File: src/rtl/mpu_pkg.sv
package mpu_pkg;

  localparam int WORD_W     = 32;
  localparam int ALIGN_BITS = 5;
  localparam int ATTR_N     = 8;
  localparam int ATTR_IDX_W = $clog2(ATTR_N);

  // control bit positions
  localparam int CTRL_EN = 0;
  localparam int CTRL_HF = 1;
  localparam int CTRL_BG = 2;

  // lower-bound field positions
  localparam int LOW_XN     = 0;
  localparam int LOW_AP_LSB = 3;

  // upper-bound field positions
  localparam int UP_EN       = 0;
  localparam int UP_ATTR_LSB = 1;
  localparam logic [WORD_W-1:0] UP_KEEP_MASK = 32'hFFFF_FFEF;

  typedef enum logic [2:0] {
    REG_CTRL    = 3'd0,
    REG_SEL     = 3'd1,
    REG_LOW     = 3'd2,
    REG_UP      = 3'd3,
    REG_ATTR_LO = 3'd4,
    REG_ATTR_HI = 3'd5
  } regAddrE;

  typedef enum logic [1:0] {
    ACC_READ  = 2'd0,
    ACC_WRITE = 2'd1,
    ACC_FETCH = 2'd2
  } accTypeE;

  typedef struct packed {
    logic              wrCtrl;
    logic              wrSel;
    logic              wrLow;
    logic              wrUp;
    logic              wrAttrLo;
    logic              wrAttrHi;
    logic [WORD_W-1:0] data;
    logic              bypassAll;
    logic              useBackground;
  } cfgStrobeT;

endpackage

File: src/rtl/mpu_region_match.sv
module mpu_region_match #(
  parameter int ADDR_W = 32,
  parameter int ALIGN  = 5
) (
  input  logic [ADDR_W-1:0] lowReg,
  input  logic [ADDR_W-1:0] upReg,
  input  logic [ADDR_W-1:0] addr,
  input  logic              enable,
  output logic              hit
);
  localparam int HI_W = ADDR_W - ALIGN;

  logic [HI_W-1:0] addrBlk;
  logic [HI_W-1:0] lowBlk;
  logic [HI_W-1:0] upBlk;

  assign addrBlk = addr[ADDR_W-1:ALIGN];
  assign lowBlk  = lowReg[ADDR_W-1:ALIGN];
  assign upBlk   = upReg[ADDR_W-1:ALIGN];

  // low field bits are treated as zero / ones, so compare block numbers only
  assign hit = enable && (addrBlk >= lowBlk) && (addrBlk <= upBlk);

  // unused field bits of the bound registers
  logic unusedBits;
  assign unusedBits = ^{lowReg[ALIGN-1:0], upReg[ALIGN-1:0], addr[ALIGN-1:0]};
endmodule

File: src/rtl/mpu_ctrl.sv
module mpu_ctrl
  import mpu_pkg::*;
(
  input  logic              regWrEn,
  input  logic [2:0]        regAddr,
  input  logic [WORD_W-1:0] regWdata,
  input  logic [2:0]        ctrlQ,
  input  logic              accHandler,
  output cfgStrobeT         strb
);

  always_comb begin
    strb      = '0;
    strb.data = regWdata;
    if (regWrEn) begin
      case (regAddrE'(regAddr))
        REG_CTRL:    strb.wrCtrl   = 1'b1;
        REG_SEL:     strb.wrSel    = 1'b1;
        REG_LOW:     strb.wrLow    = 1'b1;
        REG_UP:      strb.wrUp     = 1'b1;
        REG_ATTR_LO: strb.wrAttrLo = 1'b1;
        REG_ATTR_HI: strb.wrAttrHi = 1'b1;
        default:     ;
      endcase
    end
    // unit off, or handler context while the handler-keep bit is clear
    strb.bypassAll     = !ctrlQ[CTRL_EN] || (accHandler && !ctrlQ[CTRL_HF]);
    strb.useBackground = ctrlQ[CTRL_BG];
  end

endmodule

File: src/rtl/mpu_datapath.sv
module mpu_datapath
  import mpu_pkg::*;
#(
  parameter int NUM_REGIONS = 8,
  localparam int REGION_W   = $clog2(NUM_REGIONS)
) (
  input  logic                clk,
  input  logic                rstN,
  input  cfgStrobeT           strb,
  input  logic [2:0]          regAddr,
  output logic [WORD_W-1:0]   regRdata,
  output logic [2:0]          ctrlQ,
  input  logic                accValid,
  input  logic [WORD_W-1:0]   accAddr,
  input  logic                accPriv,
  input  logic [1:0]          accType,
  output logic                respValid,
  output logic                respAllow,
  output logic                respFault,
  output logic                respHit,
  output logic [REGION_W-1:0] respRegion,
  output logic [7:0]          respAttr
);

  logic [REGION_W-1:0] selQ;
  logic [WORD_W-1:0]   lowQ [NUM_REGIONS];
  logic [WORD_W-1:0]   upQ  [NUM_REGIONS];
  logic [7:0]          attrQ[ATTR_N];

  // ---------------- configuration storage ----------------
  always_ff @(posedge clk or negedge rstN) begin
    if (!rstN) begin
      ctrlQ <= '0;
      selQ  <= '0;
      for (int i = 0; i < NUM_REGIONS; i++) begin
        lowQ[i] <= '0;
        upQ[i]  <= '0;
      end
      for (int k = 0; k < ATTR_N; k++) attrQ[k] <= '0;
    end else begin
      if (strb.wrCtrl) ctrlQ <= strb.data[2:0];
      if (strb.wrSel)  selQ  <= strb.data[REGION_W-1:0];
      if (strb.wrLow)  lowQ[selQ] <= strb.data;
      if (strb.wrUp)   upQ[selQ]  <= strb.data & UP_KEEP_MASK;
      if (strb.wrAttrLo)
        for (int k = 0; k < 4; k++) attrQ[k] <= strb.data[8*k +: 8];
      if (strb.wrAttrHi)
        for (int k = 0; k < 4; k++) attrQ[4+k] <= strb.data[8*k +: 8];
    end
  end

  // the decoder never raises two write strobes together
  a_r10_single_strobe: assert property (@(posedge clk) disable iff (!rstN)
    $onehot0({strb.wrCtrl, strb.wrSel, strb.wrLow, strb.wrUp, strb.wrAttrLo, strb.wrAttrHi}));

  // ---------------- read-back ----------------
  always_comb begin
    case (regAddrE'(regAddr))
      REG_CTRL:    regRdata = {{(WORD_W-3){1'b0}}, ctrlQ};
      REG_SEL:     regRdata = WORD_W'(selQ);
      REG_LOW:     regRdata = lowQ[selQ];
      REG_UP:      regRdata = upQ[selQ];
      REG_ATTR_LO: regRdata = {attrQ[3], attrQ[2], attrQ[1], attrQ[0]};
      REG_ATTR_HI: regRdata = {attrQ[7], attrQ[6], attrQ[5], attrQ[4]};
      default:     regRdata = '0;
    endcase
  end

  // ---------------- parallel window compare ----------------
  logic [NUM_REGIONS-1:0] hitVec;

  for (genvar g = 0; g < NUM_REGIONS; g++) begin : g_region
    mpu_region_match #(
      .ADDR_W (WORD_W),
      .ALIGN  (ALIGN_BITS)
    ) i_match (
      .lowReg (lowQ[g]),
      .upReg  (upQ[g]),
      .addr   (accAddr),
      .enable (upQ[g][UP_EN]),
      .hit    (hitVec[g])
    );
  end

  // ---------------- priority: highest number wins ----------------
  logic                anyHit;
  logic [REGION_W-1:0] winIdx;

  always_comb begin
    anyHit = 1'b0;
    winIdx = '0;
    for (int i = 0; i < NUM_REGIONS; i++) begin
      if (hitVec[i]) begin
        anyHit = 1'b1;
        winIdx = REGION_W'(i);
      end
    end
  end

  // ---------------- permission check ----------------
  logic [WORD_W-1:0]     winLow;
  logic [1:0]            winAp;
  logic                  winXn;
  logic [ATTR_IDX_W-1:0] winAttrIdx;
  logic                  permFault;

  assign winLow     = lowQ[winIdx];
  assign winAp      = winLow[LOW_AP_LSB +: 2];
  assign winXn      = winLow[LOW_XN];
  assign winAttrIdx = upQ[winIdx][UP_ATTR_LSB +: ATTR_IDX_W];

  always_comb begin
    permFault = 1'b0;
    if (accTypeE'(accType) == ACC_WRITE && winAp[1]) permFault = 1'b1;
    if (!accPriv && !winAp[0])                       permFault = 1'b1;
    if (accTypeE'(accType) == ACC_FETCH && winXn)    permFault = 1'b1;
  end

  logic                decAllow;
  logic                decHit;
  logic [REGION_W-1:0] decIdx;
  logic [7:0]          decAttr;

  always_comb begin
    decAllow = 1'b1;
    decHit   = 1'b0;
    decIdx   = '0;
    decAttr  = '0;
    if (!strb.bypassAll) begin
      if (anyHit) begin
        decAllow = !permFault;
        decHit   = 1'b1;
        decIdx   = winIdx;
        decAttr  = attrQ[winAttrIdx];
      end else begin
        decAllow = strb.useBackground && accPriv;
      end
    end
  end

  // ---------------- response register ----------------
  always_ff @(posedge clk or negedge rstN) begin
    if (!rstN) begin
      respValid  <= 1'b0;
      respAllow  <= 1'b0;
      respFault  <= 1'b0;
      respHit    <= 1'b0;
      respRegion <= '0;
      respAttr   <= '0;
    end else begin
      respValid  <= accValid;
      respAllow  <= accValid && decAllow;
      respFault  <= accValid && !decAllow;
      respHit    <= accValid && decHit;
      respRegion <= accValid ? decIdx  : '0;
      respAttr   <= accValid ? decAttr : '0;
    end
  end

  // a bypassed access is allowed and reports no window
  a_r3_bypass_allows: assert property (@(posedge clk) disable iff (!rstN)
    accValid && strb.bypassAll |=> respAllow && !respHit);

  // no window, no background map -> fault
  a_r6_no_window_faults: assert property (@(posedge clk) disable iff (!rstN)
    accValid && !strb.bypassAll && !strb.useBackground && !anyHit |=> respFault && !respHit);

  // a matching enabled window is always reported
  a_r5_hit_reported: assert property (@(posedge clk) disable iff (!rstN)
    accValid && !strb.bypassAll && anyHit |=> respHit);

  // fetch from an execute-never window faults
  a_r8_xn_fetch: assert property (@(posedge clk) disable iff (!rstN)
    accValid && !strb.bypassAll && anyHit && winXn && accTypeE'(accType) == ACC_FETCH
    |=> respFault);

  // writes into a read-only window fault
  a_r7_ro_write: assert property (@(posedge clk) disable iff (!rstN)
    accValid && !strb.bypassAll && anyHit && winAp[1] && accTypeE'(accType) == ACC_WRITE
    |=> respFault);

  // nothing but zeros while no verdict is flagged
  a_r11_quiet_idle: assert property (@(posedge clk) disable iff (!rstN)
    !respValid |-> !respAllow && !respFault && !respHit && respAttr == 8'd0);

endmodule

File: src/rtl/mpu_unit.sv
module mpu_unit
  import mpu_pkg::*;
#(
  parameter int NUM_REGIONS = 8,
  localparam int REGION_W   = $clog2(NUM_REGIONS)
) (
  input  logic                clk,
  input  logic                rstN,
  input  logic                regWrEn,
  input  logic [2:0]          regAddr,
  input  logic [31:0]         regWdata,
  output logic [31:0]         regRdata,
  input  logic                accValid,
  input  logic [31:0]         accAddr,
  input  logic                accPriv,
  input  logic [1:0]          accType,
  input  logic                accHandler,
  output logic                respValid,
  output logic                respAllow,
  output logic                respFault,
  output logic                respHit,
  output logic [REGION_W-1:0] respRegion,
  output logic [7:0]          respAttr
);

  cfgStrobeT  strb;
  logic [2:0] ctrlQ;

  mpu_ctrl i_ctrl (
    .regWrEn    (regWrEn),
    .regAddr    (regAddr),
    .regWdata   (regWdata),
    .ctrlQ      (ctrlQ),
    .accHandler (accHandler),
    .strb       (strb)
  );

  mpu_datapath #(
    .NUM_REGIONS (NUM_REGIONS)
  ) i_datapath (
    .clk        (clk),
    .rstN       (rstN),
    .strb       (strb),
    .regAddr    (regAddr),
    .regRdata   (regRdata),
    .ctrlQ      (ctrlQ),
    .accValid   (accValid),
    .accAddr    (accAddr),
    .accPriv    (accPriv),
    .accType    (accType),
    .respValid  (respValid),
    .respAllow  (respAllow),
    .respFault  (respFault),
    .respHit    (respHit),
    .respRegion (respRegion),
    .respAttr   (respAttr)
  );

endmodule

File: config.mk
export PLATFORM = sky130hd
export DESIGN_NAME = mpu_unit
export DESIGN_NICKNAME = d
export VERILOG_FILES = /design/src/rtl/mpu_pkg.sv /design/src/rtl/mpu_region_match.sv /design/src/rtl/mpu_ctrl.sv /design/src/rtl/mpu_datapath.sv /design/src/rtl/mpu_unit.sv
export SDC_FILE = /design/constraint.sdc
export NUM_CORES = 1
export LEC_CHECK = 0
export BUFFER_PORTS_ARGS = -buffer_cell sky130_fd_sc_hd__buf_2
export CELL_PAD_IN_SITES_DETAIL_PLACEMENT = 0
export CELL_PAD_IN_SITES_GLOBAL_PLACEMENT = 2
export CORE_MARGIN = 5
export CORE_UTILIZATION = 43
export DETAILED_ROUTE_END_ITERATION = 6
export PLACE_DENSITY = 0.9
export REMOVE_ABC_BUFFERS = 1
export SYNTH_ARGS = -nofsm -noshare
export SYNTH_HDL_FRONTEND = slang
export SYNTH_HIERARCHICAL = 1
export SYNTH_SLANG_ARGS = --single-unit
File: constraint.sdc
create_clock -name clk -period 5.4 [get_ports clk]
set_input_delay 0 -clock clk [delete_from_list [all_inputs] [get_ports clk]]
set_output_delay 0 -clock clk [all_outputs]
set_load 0.02 [all_outputs]
Word-level counts from Yosys, hierarchy flattened
Cells that the tools add are included.
- register bits after elaboration: 597
- input port bits: 75
- output and inout port bits: 47
- logic and storage cells: 150
- magnitude comparators: 20
- equal/unequal tests: 7
- multiplexer cells: 55
- bitwise operators: 3
- reduce and logical (&&, ||, !) cells: 33
- operator list (cell ; count):
    bitwise mux 256 bit ; 2
    binary-select mux 32 bit (select 3 bit) ; 4
    greater-or-equal comparator 27 bit ; 8
    <= comparator 27 bit ; 8
    one-hot mux 32 bit (6 select lines) ; 1
    2-to-1 mux 32 bit ; 5
    demux 32 bit (select 3 bit) ; 1
    2-to-1 mux 8 bit ; 5
    logical AND 1 bit ; 25
    binary-select mux 8 bit (select 3 bit) ; 1
    2-to-1 mux 1 bit ; 22
    2-to-1 mux 3 bit ; 7
    greater-or-equal comparator 4 bit, second input constant ; 3
    NOT 3 -> 4 bit ; 3
    2-to-1 mux 5 bit ; 2
    2-to-1 mux 4 bit ; 2
    equality test 3 x 2 -> 1 bit, second input constant ; 2
    equality test 3 bit, second input constant ; 2
    zero test 1 bit ; 6
    2-to-1 mux 6 bit ; 1
    < comparator 4 x 1 -> 1 bit, second input constant ; 1
    2-to-1 mux 2 bit ; 2
    equality test 3 x 1 -> 1 bit, second input constant ; 1
    zero test 3 bit ; 1
    other kinds (3) ; 3

Depth between registers and ports, before layout
- depth after elaboration: 23
- mapped depth: 19
- gate-level depth less buffers: 15

By module
Netlist, hierarchy kept.
- modules (own cells, without submodules) (module ; instances ; cells an instance ; area each (sq um) ; seq. area each (sq um)):
    mpu_datapath ; 1 ; 2045 ; 26585.5 ; 14739.1
    mpu_region_match (i_datapath.g_region[0].i_match ...) ; 7 ; 187 ; 1348.8 ; 0.0
    mpu_region_match (i_datapath.g_region[7].i_match) ; 1 ; 187 ; 1386.3 ; 0.0
    mpu_ctrl ; 1 ; 45 ; 317.8 ; 0.0

Worst setup path after synthesis
Ideal clock, no wire load.
- path kind: register -> register
- from: reg i_datapath/upQ[60] (netlist bit)
- to: reg i_datapath.respAttr[6]
- setup time: 151 ps
- arrival: 3774 ps
- data required time: 5249 ps
- setup slack: 1475 ps
- cell stages (with the launch flop): 19
- path buffers: 4
- clock period less this slack: 3925 ps
- cells stage by stage: dfrtp_1 inv_1 ha_1 nand3_2 nor4_2 nand4_1 or4_1 a221oi_2 buf_6 inv_1 a21oi_1 and2_1 clkbuf_1 a311oi_2 and2_1 buf_4 buf_12 o31ai_1 o221ai_1
- longest elaborated chain between the ends: 15
- elaborated cells between the ends (all ways): 17
- those cells by class: 1 x order compare; 13 x mux; 2 x bitwise; 1 x reduce/logical
- ends and longest elaborated chain (item ; line ; text):
    start: declaration ; mpu_datapath.sv:27 ; logic [WORD_W-1:0] upQ [NUM_REGIONS];
    start signal: indexed assignment ; mpu_datapath.sv:44 ; if (strb.wrUp) upQ[selQ] <= strb.data & UP_KEEP_MASK;
    <= comparator 27 bit * ; mpu_region_match.sv:22 ; assign hit = enable && (addrBlk >= lowBlk) && (addrBlk <= upBlk);
    logical AND 1 bit * ; mpu_region_match.sv:22 ;
    named net i_datapath.hitVec[6] ; mpu_datapath.sv:70 ; logic [NUM_REGIONS-1:0] hitVec;
    2-to-1 mux 3 bit (2 in series) ; mpu_datapath.sv:93 ; if (hitVec[i]) begin
    NOT 3 -> 4 bit (implied by the code) ; mpu_datapath.sv:110 ; assign winAttrIdx = upQ[winIdx][UP_ATTR_LSB +: ATTR_IDX_W];
    binary-select mux 32 bit (select 3 bit) ; mpu_datapath.sv:110 ;
    2-to-1 mux 4 bit (implied by the code) (2 in series) ; mpu_datapath.sv:110 ;
    NOT 3 -> 4 bit (implied by the code) ; mpu_datapath.sv:134 ; decAttr = attrQ[winAttrIdx];
    binary-select mux 8 bit (select 3 bit) ; mpu_datapath.sv:134 ;
    2-to-1 mux 8 bit (implied by the code) (2 in series) ; mpu_datapath.sv:134 ;
    2-to-1 mux 8 bit * ; mpu_datapath.sv:130 ; if (anyHit) begin
    2-to-1 mux 8 bit * ; mpu_datapath.sv:129 ; if (!strb.bypassAll) begin
    2-to-1 mux 8 bit * ; mpu_datapath.sv:156 ; respAttr <= accValid ? decAttr : '0;
    end signal: assignment ; mpu_datapath.sv:156 ;
    end: declaration ; mpu_datapath.sv:22 ; output logic [7:0] respAttr
The timed path passes the listed nets; every way through them passes the cells marked *. The select of a mux whose other input is x is not followed.
A chain may end at the register's enable or synchronous reset.

Final worst setup path
- from: reg i_datapath/upQ[92] (netlist bit)
- to: reg i_datapath.respAttr[6]
- longest elaborated chain between the ends: 16
- elaborated cells between the ends (all ways): 19
- those cells by class: 1 x order compare; 15 x mux; 2 x bitwise; 1 x reduce/logical
- ends and longest elaborated chain (item ; line):
    <= comparator 27 bit * ; mpu_region_match.sv:22
    logical AND 1 bit * ; mpu_region_match.sv:22
    named net i_datapath.hitVec[5] ; mpu_datapath.sv:70
    2-to-1 mux 3 bit (3 in series) ; mpu_datapath.sv:93
    NOT 3 -> 4 bit (implied by the code) ; mpu_datapath.sv:110
    binary-select mux 32 bit (select 3 bit) ; mpu_datapath.sv:110
    2-to-1 mux 4 bit (implied by the code) (2 in series) ; mpu_datapath.sv:110
    NOT 3 -> 4 bit (implied by the code) ; mpu_datapath.sv:134
    binary-select mux 8 bit (select 3 bit) ; mpu_datapath.sv:134
    2-to-1 mux 8 bit (implied by the code) (2 in series) ; mpu_datapath.sv:134
    2-to-1 mux 8 bit * ; mpu_datapath.sv:130
    2-to-1 mux 8 bit * ; mpu_datapath.sv:129
    2-to-1 mux 8 bit * ; mpu_datapath.sv:156
Marked as above.

==> results.md <==
* Internal power at 0.01069 W
* Initial Utilization at 43.42%
* Outcome: completed
* Combinational Power Share at 34.8%
* Largest net degree at the start of global routing at 139
* Placer Congestion at 0.9729
* Gr usage total at 28.07%
* First drt pass iteration count at 5
* Max Fclk at 197.6 MHz
* Antenna cell count at 0
* Power, Total at 0.01690 W
* Num CTS Buffers at 68
* Final Hold Fails at 0
* Root buf cell: clkbuf_16
* Ratio of cells with drive above 1 in the final layout at 25.58%
* Pins over their slew limit at 0
* Vias in the first global route at 29,437
* RSZ-0062 raised after global routing: false
* Slew @ Worst Pin at 1234 ps
* CTS sink count at 589
* Post-CTS Hold Fix Bufs at 38
* # rows at 108
* Utilization after layout at 48.80%
* Vias/cell at 6.054
* CP endpoint kind: flop
* Syn-to-layout area delta at 12.39%
* Worst Path Required at 5890 ps
* Skew final at 25.56 ps
* Die Area at 0.09376 mm2
* Sw frac at 36.74%
* Initial DRC Count at 2,485
* Max VDD drop at 0.2730 mV
* Crit path kind: reg2reg
* Hold_ws at 54.79 ps
* Period utilisation layout at 93.72%
* Arrival time at the worst endpoint at 5550 ps
* Post-CTS Resized at 0
* I/O pin count at 122
* Wire length per cell at 27.50 um
* Syn Area/Cell at 10.52 um2
* Longest Clk Path Bufs at 3
* Via Count at 29,615
* Routed Antenna Nets at 0
* Min-Delay Path Class: in2reg
* First-pass GRT wire length at 196,900 um
* Sw power at 0.006210 W
* Initial antenna violation count at 2
* Post-DP HPWL at 94,370 um
* Die width at 306.2 um
* Critical Path Start Type: flop
* Final nets at 4,195
* Overall routed net length at 134,500 um
* Worst-path fanout max at 24
* Later-pin clock latency in the skew report at 630 ps
* Pwr dens at 398.6 mW/mm2
* Clock Power Share at 27.6%
* Core area at 0.08689 mm2
* Max-cap violations at 0
* Period minus WS final at 5061 ps
* H-Tree Depth at 3
* DRC errors left at 0
* Syn Std Cell Area at 0.03773 mm2
* Clock transition at the registers of the reported paths at 60 ps
* CTS tree: yes
* Gate Count Post-Synth at 3,585
* Post-CTS setup buffers at 0
* Setup-failing EPs final at 0
* Die Ht at 306.2 um
* Seq pwr share at 37.6%
* Leakage power at 19.47 nW
* Grt ovf at 0
* YS warnings at 6
* Max-slew headroom at 17.44%
* Port Buf Inserts at 116
flip-flops by register name (all words and copies together) (netlist names):
signal,count
i_datapath/respHit,1
i_datapath/respAttr,8
i_datapath/lowQ,256
i_datapath/upQ,248
i_datapath/selQ,3
i_datapath/attrQ,64
i_datapath/respValid,1
i_datapath/respAllow,1
i_datapath/respRegion,3
i_datapath/respFault,1
i_datapath/ctrlQ,3
critical path, stage by stage (launching register included):
cell and delay, ps:
dfrtp_1 360, inv_1 50, ha_1 320, nand3_2 130, nor4_2 690, nand4_1 310, or4_1 610, a221oi_2 580
nor2_1 250, a21o_1 310, buf_4 160, a2111oi_2 300, a31oi_2 90, buf_12 190, and3_1 160, o31ai_1 260
o221ai_1 150
worst paths after layout:
path	startpoint	endpoint	slack, ps	depth (start not counted)
worst max-delay path	i_datapath/upQ[92]	i_datapath/respAttr[6]	340	16
worst min-delay path	accValid	i_datapath/respValid	50	2
worst max register to register	i_datapath/upQ[92]	i_datapath/respAttr[6]	340	16
worst min register to register	i_datapath/lowQ[97]	i_datapath/lowQ[97]	510	1
max in group asynchronous	rstN	i_datapath/lowQ[37]	4430	3
min in group asynchronous	rstN	i_datapath/lowQ[68]	60	3
layout by cell type (no fill, tap or decap), types with 12 or more instances in the layout:
| cell type | n |
|---|---|
| buf_4 | 97 |
| a21oi_1 | 174 |
| a21o_1 | 32 |
| inv_1 | 470 |
| a221oi_1 | 69 |
| buf_2 | 114 |
| nor4_1 | 16 |
| and3_1 | 24 |
| dlygate4sd3_1 | 37 |
| a211oi_1 | 40 |
| nand2_1 | 106 |
| o21ai_0 | 118 |
| and2_1 | 12 |
| clkbuf_8 | 16 |
| nor2_1 | 56 |
| nor3_1 | 13 |
| nand2_2 | 15 |
| a22o_1 | 67 |
| mux2_2 | 550 |
| o22ai_1 | 33 |
| a22oi_1 | 141 |
| dfrtp_1 | 589 |
| ha_1 | 432 |
| o31ai_1 | 14 |
| nand3_1 | 76 |
| clkbuf_1 | 13 |
| clkbuf_16 | 71 |
| mux2i_1 | 46 |
| o211ai_1 | 15 |
| nand4_1 | 94 |
layout make-up:
type                       count  area (um2)
sequential                   589       14740
inverter                     470        1764
timing repair buffer         261        1932
clock inverter                19       181.4
multi-input combinational   2298       20290
clock buffer                 100        2046
tap                         1155        1445
fill                        8019       44490
power groups by stage:
stage                     Clock, W  Combinational, W  Sequential, W
after floorplan                  0           0.00370        0.00611
after global placement           0           0.00567        0.00636
after detailed placement         0           0.00577        0.00640
after CTS                  0.00475           0.00583        0.00632
after global routing       0.00492           0.00646        0.00647
final                      0.00467           0.00588        0.00635
metrics by stage:
step | instances | TNS, ps | worst slack, ps | instance area [um2]
2_1_floorplan | 3357 | -30830 | -183.0 | 36700
3_3_place_gp | 4735 | 0 | 504.7 | 39780
3_5_place_dp | 4735 | 0 | 493.3 | 39780
4_1_cts | 4892 | 0 | 478.6 | 42400
5_1_grt | 4892 | 0 | 181.4 | 42400
6_report | 4892 | 0 | 339.2 | 42400
routing by layer:
metal | part of all wire, % | track usage, %
met5 | 0.0052 | 0
met4 | 5.4 | 12.44
met3 | 6.8 | 5.819
met2 | 46 | 45.08
met1 | 42 | 36.85
No activity file was read; power rests on OpenSTA's default activity.
